<file path="src/rtl/seg_addr_pkg.sv">
package seg_addr_pkg;
  localparam int SEG_W    = 16;
  localparam int OFF_W    = 32;
  localparam int BASE_W   = 32;
  localparam int NUM_DESC = 16;
  localparam int IDX_W    = $clog2(NUM_DESC);
  localparam int REAL_W   = SEG_W + 4;
  localparam int ADDR_W   = BASE_W + 4;
  localparam int BREG_W   = 4;

  localparam logic [BREG_W-1:0] REG_SP = 4'd4;
  localparam logic [BREG_W-1:0] REG_BP = 4'd5;

  typedef enum logic [1:0] {
    FLT_NONE   = 2'd0,
    FLT_DESC   = 2'd1,
    FLT_PRIV   = 2'd2,
    FLT_ACCESS = 2'd3
  } fault_e;

  typedef enum logic [1:0] {
    ACC_READ  = 2'd0,
    ACC_WRITE = 2'd1,
    ACC_FETCH = 2'd2,
    ACC_BAD   = 2'd3
  } acc_e;

  typedef struct packed {
    logic              present;
    logic [1:0]        dpl;
    logic [2:0]        rights;   // bit0 read, bit1 write, bit2 execute
    logic              isCode;
    logic [OFF_W-1:0]  limit;
    logic [BASE_W-1:0] base;
  } desc_t;

  // strobes from control to datapath
  typedef struct packed {
    logic   load;
    logic   prot;
    fault_e fault;
  } strobe_t;
endpackage

</file>
<file path="src/rtl/seg_desc_table.sv">
module seg_desc_table
  import seg_addr_pkg::*;
(
  input  logic             clk,
  input  logic             rstN,
  input  logic             wrEn,
  input  logic [IDX_W-1:0] wrIdx,
  input  desc_t            wrDesc,
  input  logic [IDX_W-1:0] rdIdx,
  output desc_t            rdDesc
);
  desc_t entries [NUM_DESC];

  generate
    for (genvar gi = 0; gi < NUM_DESC; gi++) begin : g_entry
      always_ff @(posedge clk) begin
        if (!rstN) entries[gi] <= '0;
        else if (wrEn && wrIdx == IDX_W'(gi)) entries[gi] <= wrDesc;
      end
    end
  endgenerate

  // read is combinational from current contents: same-cycle write is not seen
  assign rdDesc = entries[rdIdx];

  p_write_lands_r10: assert property (@(posedge clk) disable iff (!rstN)
    wrEn |=> entries[$past(wrIdx)] == $past(wrDesc))
    else $error("table write did not land");
endmodule

</file>
<file path="src/rtl/seg_addr_ctrl.sv">
module seg_addr_ctrl
  import seg_addr_pkg::*;
(
  input  logic              clk,
  input  logic              rstN,
  input  logic              reqValid,
  input  logic              protMode,
  input  logic [BREG_W-1:0] baseReg,
  input  logic              ovrEn,
  input  logic [SEG_W-1:0]  ovrSeg,
  input  logic [SEG_W-1:0]  dataSeg,
  input  logic [SEG_W-1:0]  stackSeg,
  input  logic [OFF_W-1:0]  offset,
  input  logic [1:0]        accKind,
  input  logic [1:0]        cpl,
  input  logic              descPresent,
  input  logic [1:0]        descDpl,
  input  logic [2:0]        descRights,
  input  logic              descIsCode,
  input  logic [OFF_W-1:0]  descLimit,
  output logic [SEG_W-1:0]  segSel,
  output strobe_t           stb
);
  logic   pickStack;
  logic   selHigh;
  logic   rightsOk;
  fault_e faultNext;

  always_comb begin
    pickStack = (baseReg == REG_SP) || (baseReg == REG_BP);
    segSel    = ovrEn ? ovrSeg : (pickStack ? stackSeg : dataSeg);
    selHigh   = |segSel[SEG_W-1:IDX_W];
    unique case (acc_e'(accKind))
      ACC_READ:  rightsOk = descRights[0];
      ACC_WRITE: rightsOk = descRights[1] && !descIsCode;
      ACC_FETCH: rightsOk = descRights[2] && descIsCode;
      default:   rightsOk = 1'b0;
    endcase
    faultNext = FLT_NONE;
    if (protMode) begin
      if (selHigh || !descPresent)              faultNext = FLT_DESC;
      else if (cpl > descDpl)                   faultNext = FLT_PRIV;
      else if (!rightsOk || offset > descLimit) faultNext = FLT_ACCESS;
    end
    stb.load  = reqValid;
    stb.prot  = protMode;
    stb.fault = faultNext;
  end

  p_real_never_faults_r1: assert property (@(posedge clk) disable iff (!rstN)
    (reqValid && !protMode) |-> stb.fault == FLT_NONE)
    else $error("real mode fault");

  p_limit_guard_r7: assert property (@(posedge clk) disable iff (!rstN)
    (reqValid && protMode && offset > descLimit) |-> stb.fault != FLT_NONE)
    else $error("offset above limit accepted");

  p_override_wins_r3: assert property (@(posedge clk) disable iff (!rstN)
    ovrEn |-> segSel == ovrSeg)
    else $error("override ignored");
endmodule

</file>
<file path="src/rtl/seg_addr_datapath.sv">
module seg_addr_datapath
  import seg_addr_pkg::*;
(
  input  logic              clk,
  input  logic              rstN,
  input  strobe_t           stb,
  input  logic [SEG_W-1:0]  segSel,
  input  logic [OFF_W-1:0]  offset,
  input  logic [BASE_W-1:0] descBase,
  output logic              respValid,
  output logic [ADDR_W-1:0] addrOut,
  output logic [1:0]        fault
);
  logic [REAL_W-1:0] realSum;
  logic [ADDR_W-1:0] protSum;
  logic [ADDR_W-1:0] nextAddr;
  logic              modeQ;

  always_comb begin
    realSum  = {segSel, 4'b0000} + REAL_W'(offset[SEG_W-1:0]);
    protSum  = {descBase, 4'b0000} + ADDR_W'(offset);
    if (stb.fault != FLT_NONE) nextAddr = '0;
    else if (stb.prot)         nextAddr = protSum;
    else                       nextAddr = ADDR_W'(realSum);
  end

  always_ff @(posedge clk) begin
    if (!rstN) begin
      respValid <= 1'b0;
      addrOut   <= '0;
      fault     <= FLT_NONE;
      modeQ     <= 1'b0;
    end else begin
      respValid <= stb.load;
      modeQ     <= stb.prot;
      if (stb.load) begin
        addrOut <= nextAddr;
        fault   <= stb.fault;
      end else begin
        addrOut <= '0;
        fault   <= FLT_NONE;
      end
    end
  end

  p_quiet_on_fault_r9: assert property (@(posedge clk) disable iff (!rstN)
    (respValid && fault != FLT_NONE) |-> addrOut == '0)
    else $error("address issued with fault");

  p_real_width_r1: assert property (@(posedge clk) disable iff (!rstN)
    (respValid && !modeQ) |-> addrOut[ADDR_W-1:REAL_W] == '0)
    else $error("real address exceeds 20 bits");

  p_resp_follows_r9: assert property (@(posedge clk) disable iff (!rstN)
    stb.load |=> respValid)
    else $error("missing response");

  p_no_spurious_r9: assert property (@(posedge clk) disable iff (!rstN)
    !stb.load |=> (!respValid && addrOut == '0))
    else $error("response without request");
endmodule

</file>
<file path="src/rtl/seg_addr_gen.sv">
module seg_addr_gen
  import seg_addr_pkg::*;
(
  input  logic              clk,
  input  logic              rstN,
  input  logic              reqValid,
  input  logic              protMode,
  input  logic [BREG_W-1:0] baseReg,
  input  logic              ovrEn,
  input  logic [SEG_W-1:0]  ovrSeg,
  input  logic [SEG_W-1:0]  dataSeg,
  input  logic [SEG_W-1:0]  stackSeg,
  input  logic [OFF_W-1:0]  offset,
  input  logic [1:0]        accKind,
  input  logic [1:0]        cpl,
  input  logic              dtWrEn,
  input  logic [IDX_W-1:0]  dtWrIdx,
  input  logic [BASE_W-1:0] dtWrBase,
  input  logic [OFF_W-1:0]  dtWrLimit,
  input  logic [1:0]        dtWrDpl,
  input  logic [2:0]        dtWrRights,
  input  logic              dtWrIsCode,
  input  logic              dtWrPresent,
  output logic              respValid,
  output logic [ADDR_W-1:0] addrOut,
  output logic [1:0]        fault
);
  desc_t            wrDesc;
  desc_t            curDesc;
  logic [SEG_W-1:0] segSel;
  strobe_t          stb;

  assign wrDesc = '{present: dtWrPresent, dpl: dtWrDpl, rights: dtWrRights,
                    isCode: dtWrIsCode, limit: dtWrLimit, base: dtWrBase};

  seg_desc_table u_table (
    .clk(clk), .rstN(rstN),
    .wrEn(dtWrEn), .wrIdx(dtWrIdx), .wrDesc(wrDesc),
    .rdIdx(segSel[IDX_W-1:0]), .rdDesc(curDesc)
  );

  seg_addr_ctrl u_ctrl (
    .clk(clk), .rstN(rstN),
    .reqValid(reqValid), .protMode(protMode), .baseReg(baseReg),
    .ovrEn(ovrEn), .ovrSeg(ovrSeg), .dataSeg(dataSeg), .stackSeg(stackSeg),
    .offset(offset), .accKind(accKind), .cpl(cpl),
    .descPresent(curDesc.present), .descDpl(curDesc.dpl),
    .descRights(curDesc.rights), .descIsCode(curDesc.isCode),
    .descLimit(curDesc.limit),
    .segSel(segSel), .stb(stb)
  );

  seg_addr_datapath u_dp (
    .clk(clk), .rstN(rstN), .stb(stb), .segSel(segSel),
    .offset(offset), .descBase(curDesc.base),
    .respValid(respValid), .addrOut(addrOut), .fault(fault)
  );
endmodule

</file>
<file path="config.mk">
export PLATFORM = sky130hd
export DESIGN_NAME = seg_addr_gen
export DESIGN_NICKNAME = d
export VERILOG_FILES = /design/src/rtl/seg_addr_pkg.sv /design/src/rtl/seg_desc_table.sv /design/src/rtl/seg_addr_ctrl.sv /design/src/rtl/seg_addr_datapath.sv /design/src/rtl/seg_addr_gen.sv
export SDC_FILE = /design/constraint.sdc
export NUM_CORES = 2
export LEC_CHECK = 0
export ABC_AREA = 1
export CAP_MARGIN = 20
export CORE_ASPECT_RATIO = 1.5
export CORE_MARGIN = 1
export CORE_UTILIZATION = 50
export DETAILED_ROUTE_END_ITERATION = 16
export DONT_BUFFER_PORTS = 1
export GPL_TIMING_DRIVEN = 1
export PLACE_DENSITY = 0.77
export SETUP_SLACK_MARGIN = 0.02
export SYNTH_ARGS = -nofsm -noshare
export SYNTH_HDL_FRONTEND = slang
export SYNTH_SLANG_ARGS = --single-unit
</file>
<file path="constraint.sdc">
create_clock -name clk -period 8.8 [get_ports clk]
set_input_delay 1.32 -clock clk [delete_from_list [all_inputs] [get_ports clk]]
set_output_delay 1.32 -clock clk [all_outputs]
set_load 0.1 [all_outputs]
</file>
# Yosys cells after proc, flatten, opt, wreduce, memory -nomap -nowiden

Memory sizes are Yosys's and may differ from the RTL's.
Cells that the tools add are included.

Register bits after elaboration: 39
Bits in writable memories: 1136
Output and inout bits: 39
Memories: 1

Add/subtract/negate cells: 2
$lt $le $gt $ge: 2
Equality and inequality tests: 19
Mux-type cells: 73
Bitwise gates (word level): 19
Reductions and logical operators: 31

Memories:

| name            | words | width | rd ports | clocked after Yosys merged registers in | write ports | RTL line             | RTL |
|---|---|---|---|---|---|---|---|
| u_table.entries | 16    | 71    | 1        | 0                                       | 16          | seg_desc_table.sv:12 | `desc_t entries [NUM_DESC];` |

Operators with widths:

| kind                 | count |
|---|---|
| $mux W71             | 16 |
| $mux W1              | 49 |
| $add A36 B32 Y36     | 1 |
| $eq A4 B4 Y1 const B | 8 |
| $gt A32 B32 Y1       | 1 |
| $mux W16             | 2 |
| $eq A4 B3 Y1 const B | 6 |
| $add A20 B16 Y20     | 1 |
| $mux W20             | 1 |
| $logic_and A1 B1 Y1  | 18 |
| $or A1 B1 Y1         | 16 |
| $reduce_or A12 Y1    | 1 |
| $eq A4 B2 Y1 const B | 2 |
| $mux W2              | 4 |
| $eq A4 B1 Y1 const B | 1 |
| $logic_not A4 Y1     | 1 |
| $reduce_or A4 Y1     | 1 |
| $logic_not A1 Y1     | 3 |
| $logic_or A1 B1 Y1   | 3 |
| $not A1 Y1           | 3 |
| $pmux W1 S3          | 1 |
| $reduce_or A3 Y1     | 1 |
| $eq A2 B1 Y1 const B | 1 |
| $eq A2 B2 Y1 const B | 1 |
| 4 further kinds      | 4 |

# Logic depth before layout (Yosys ltp)

An unclocked memory read counts as a cell.

Depth after elaboration: 16
Depth in mapped cells: 33
Mapped depth without buffers: 29

# By module

From an unflattened synthesis, not the netlist that was laid out.

Cell total of the unflattened synthesis: 7038
Area, all modules: 59656.0 um^2

By module, submodules not included:

| module            | instances | cells each | area each (um^2) | sequential area each (um^2) |
|---|---|---|---|---|
| seg_desc_table    | 1         | 6023       | 53929.2          | 34112.7 |
| seg_addr_datapath | 1         | 764        | 4300.4           | 780.7 |
| seg_addr_ctrl     | 1         | 251        | 1426.4           | 0.0 |

# Least setup slack after synthesis

No wires, ideal clock.

Kind: input to register
From: input dtWrIdx[1]
To: memory u_table.entries[10][0] in the netlist's numbering, enable pin
Setup time: 0.598 ns
Arrival time: 6.702 ns
Data required time: 8.202 ns
Path slack: 1.500 ns
Cell stages on the path: 4
Cells stage by stage: inv_1 nor2_1 nand2_1 o21ai_0

RTL lines:

| item        | RTL line             | RTL |
|---|---|---|
| from (decl) | seg_addr_gen.sv:17   | `input logic [IDX_W-1:0] dtWrIdx,` |
| to (decl)   | seg_desc_table.sv:12 |  |

# Worst setup path after layout

From: input baseReg[3]
To: register u_dp.addrOut[34]

Cells in the longest elaborated chain, start to end: 16
Elaborated cells between the ends (all ways): 24
Classes of those cells: add/sub (1); order compare (2); eq/ne (2); mux (7); reduce/logical (11); memory (1)

Ends and longest elaborated chain:

| item                                                     | RTL line                | RTL |
|---|---|---|
| from (decl)                                              | seg_addr_gen.sv:8       | `input logic [BREG_W-1:0] baseReg,` |
| $eq A4 B3 Y1                                             | seg_addr_ctrl.sv:30     | `pickStack = (baseReg == REG_SP) \|\| (baseReg == REG_BP);` |
| $logic_or A1 B1 Y1 (*)                                   | seg_addr_ctrl.sv:30     |  |
| $mux W16 (*) (2 in series)                               | seg_addr_ctrl.sv:31     | `segSel = ovrEn ? ovrSeg : (pickStack ? stackSeg : dataSeg);` |
| branches (longest 12 deep; another with $mem_v2 Z16 W71) | -                       |  |
| to (signal assigned)                                     | seg_addr_datapath.sv:37 | `addrOut <= nextAddr;` |
| to (decl)                                                | seg_addr_datapath.sv:11 | `output logic [ADDR_W-1:0] addrOut,` |

Mark *: on every way between the ends.
A chain may end at the register's enable or synchronous reset.

==> flow_metrics.env <==
export IMPL_drive_gt1_frac=0.0592
export IMPL_critPathRequiredTime_ns=9.43
export IMPL_cts_resized=0
export IMPL_grt_ovfl_total=0
export IMPL_synth_largest_type_area_fraction=0.623
export IMPL_maxCapViolCount=0
export IMPL_synth_ff_latch_count=1175
export IMPL_grt_first_pass_wirelength_um=251000
export IMPL_insertion_delay_ns=0.74
export IMPL_aggregate_routed_wire_length_um=172000
export IMPL_setup_total_negative_slack_ns=0
export IMPL_synthesis_instances=5510
export IMPL_1st_iter_drt_viols=5726
export IMPL_clock_fmax_mhz=159
export IMPL_ctsRootBufferMaster="sky130_fd_sc_hd__clkbuf_16"
export IMPL_layout_common_cells="sky130_fd_sc_hd__nor2_1, sky130_fd_sc_hd__edfxtp_1, sky130_fd_sc_hd__nand2_1, sky130_fd_sc_hd__nand3_1, sky130_fd_sc_hd__o21ai_0"
export IMPL_initial_core_util=0.505
export IMPL_clk_pin_slew_worst_paths_ns=0.07
export IMPL_launching_element_type_of_the_critical_path="input pin"
export IMPL_timing_final_crit_period_ns=6.29
export IMPL_crit_path_cell_trace="inv_1 > nand3_2 > nand2_1 > nand3_1 > nand2_4 > buf_4 > o21ai_0 > o22ai_1 > o221ai_1 > nand2_1 > inv_1 > ha_1 > nand4_1 > inv_1 > nand4_1 > nor3_1 > nand4_1 > a21boi_0 > buf_4 > a21oi_2 > nand4_1 > nand2_1 > nand4_4 > nor2_1"
export IMPL_ios=208
export IMPL_holdCritStartpoint="offset[1]"
export IMPL_first_global_vias=40600
export IMPL_cell_pwr_density_mw_per_mm2=220
export IMPL_cts_sinks=1175
export IMPL_report_final_slew_viol_count=0
export IMPL_run_status="finished, final reports clean"
export IMPL_ctsHtreeMaxLevel=3
export IMPL_timing_setup_critical_path_class="input pin to flop"
export IMPL_track_usage=0.305
export IMPL_io_buffer_count=0
export IMPL_detailroute_via_count=41900
export IMPL_die_h_um=407
export IMPL_wire_per_inst_um=25.2
export IMPL_synth_area_mm2=0.0548
export IMPL_cts_tree="built"
export IMPL_grt_antenna_before_repair=18
export IMPL_cp_slowest_cell="sky130_fd_sc_hd__nor3_1"
export IMPL_ys_types=48
export IMPL_drt_drc_violations_left=0
export IMPL_synth_area_leaders="sky130_fd_sc_hd__edfxtp_1, sky130_fd_sc_hd__nor2_1, sky130_fd_sc_hd__nand2_1"
export IMPL_gp_routability_congestion=0.921
export IMPL_data_arrival_at_the_endpoint_of_the_critical_path_ns=6.92
export IMPL_grt_setup_unrepaired="no"
export IMPL_area_growth_synth_to_final_pct=8.28
export IMPL_timing_hold_ws_ns=0.708
export IMPL_hold_path_class="input pin to flop"
export IMPL_postCtsSetupRepairBufs=0
export IMPL_slew_headroom=0.197
export IMPL_synthesis_yosys_warnings=0
export IMPL_crit_path_max_incr_delay_ns=0.64
export IMPL_timing_worst_slew_pin_value_ns=1.20
export IMPL_vias_per_cell=6.16
export IMPL_synth_async_reset_ratio=0
export IMPL_rows=148
export IMPL_report_final_hold_viol_count=0
export IMPL_grt_max_degree=122
export IMPL_dieArea_mm2=0.111
export IMPL_die_width_um=272
export IMPL_firstDrtPassIters=8
export IMPL_most_used_dff_post_synth="sky130_fd_sc_hd__edfxtp_1"
export IMPL_reg2reg_from="u_table.entries[9][58]"
export IMPL_power_static_leakage_nw=22.6
export IMPL_worstSetupStartpoint="baseReg[3]"
export IMPL_postSynthNetCount=5755
export IMPL_synth_seq_area_share=0.637
export IMPL_vdd_drop_max_mv=0.167
export IMPL_numCtsBuffers=101
export IMPL_core_region_area_mm2=0.109
export IMPL_count_of_endpoints_failing_setup_in_the_final_report=0
export IMPL_fin_crit_sh=0.715
export IMPL_syn_mean_instance_area_um2=9.94
export IMPL_synth_edff_count=1136
export IMPL_critical_path_fanout_max=58
export IMPL_skew_ns=0.0361
export IMPL_layout_cells_most_common="sky130_fd_sc_hd__nor2_1"
export IMPL_synth_largest_area_cell="sky130_fd_sc_hd__edfxtp_1"
export IMPL_critPathCaptureType="flop"
export IMPL_critical_path_most_common_cell="sky130_fd_sc_hd__nand4_1"
export IMPL_clk_path_buf_depth=3
export IMPL_design_final_nets=5530
export IMPL_dp_hpwl_um=98400
export IMPL_drtAntennaViolNets=0
export IMPL_cts_hold_buffers=0
cell families after synthesis:
kind of cell,after synthesis,synth area share
buffers and inverters,671,0.0500
adders and majority gates,76,0.0176
muxes,62,0.0113
xor gates and xnor gates,22,0.00352
AOI/OAI and AO/OA,520,0.0570
and+or+nand+nor,2984,0.223
DFF,1175,0.637
area by class of cell:
type                    instances  area [um^2]
fillers                      8978        49200
flip-flops and latches       1175        34900
multi-input cells            3664        17400
clock buffers                 128         2670
well taps                    1425         1780
inverters                     247          931
repair buffers                 96          832
clock inverters                60          726
diodes                         11         27.5
cells in the mapped netlist (6+ instances only):
library cell               count
sky130_fd_sc_hd__nor2_1     1477
sky130_fd_sc_hd__o21a_1       13
sky130_fd_sc_hd__o32ai_1       6
sky130_fd_sc_hd__ha_1         74
sky130_fd_sc_hd__a21boi_0      6
sky130_fd_sc_hd__edfxtp_1   1136
sky130_fd_sc_hd__a21oi_1      65
sky130_fd_sc_hd__nand3_1     582
sky130_fd_sc_hd__o221ai_1     64
sky130_fd_sc_hd__dfxtp_1      39
sky130_fd_sc_hd__mux2i_1      62
sky130_fd_sc_hd__nor2_2       10
sky130_fd_sc_hd__clkbuf_1    304
sky130_fd_sc_hd__buf_1        18
sky130_fd_sc_hd__xnor2_1      10
sky130_fd_sc_hd__inv_1       242
sky130_fd_sc_hd__buf_4        20
sky130_fd_sc_hd__o22ai_1      55
sky130_fd_sc_hd__buf_6         7
sky130_fd_sc_hd__nand4_1      21
sky130_fd_sc_hd__or2_2        22
sky130_fd_sc_hd__xor2_1       12
sky130_fd_sc_hd__o21ai_0     257
sky130_fd_sc_hd__a31oi_1       8
sky130_fd_sc_hd__nand2_1     799
sky130_fd_sc_hd__buf_2        75
sky130_fd_sc_hd__o211ai_1     28
sky130_fd_sc_hd__nor3_1       59
path summary, 6_finish.rpt:
path / endpoint / slack (ns) / cells past startpoint
max: u_dp.addrOut[34] / 2.51 / 24
min: u_dp.addrOut[1] / 0.71 / 2
max reg2reg: u_dp.addrOut[34] / 4.57 / 18
min reg2reg: u_dp.addrOut[33] / 0.96 / 7
routing by layer:
metal | up-vias | GRT usage | part of all wire
met5 | - | 0 | 0.00072
li1 | 18300 | - | -
met2 | 2963 | 0.507 | 0.48
met1 | 20000 | 0.341 | 0.31
met4 | 18 | 0.214 | 0.075
met3 | 661 | 0.0746 | 0.13
critical path, delay by kind of cell:
kind / cells / cell delay [ns]
buf+inv: 5 / 1.05
simple gates: 13 / 3.24
compound gates: 5 / 0.80
fa+ha+maj: 1 / 0.31
sequential cells by signal, summed over array words and instances (netlist names):
name	count
u_dp.addrOut	36
u_dp.fault	2
u_table.entries	1136
u_dp.respValid	1
report_power, final:
group          switching [mW]  total [mW]  leakage, nW  internal [mW]
Clock                    2.10        4.65         1.64           2.55
Combinational            1.33        1.81         9.78          0.485
Sequential              0.124        6.58         11.2           6.45
metrics by stage:
step / instance area, um^2 / util / setup WS [ns] / std cells / power [mW]
floorplan: 54800 / - / 1.50 / 5510 / 7.87
global placement: 55800 / 0.515 / 2.07 / 6605 / 8.41
detailed placement: 55900 / 0.515 / 1.97 / 6606 / 8.45
CTS: 59300 / 0.546 / 2.66 / 6794 / 13.0
global route: 59300 / 0.546 / 2.08 / 6799 / 13.4
finish: 59300 / 0.546 / 2.51 / 6806 / 13.0
(Power assumes the default switching activity.)
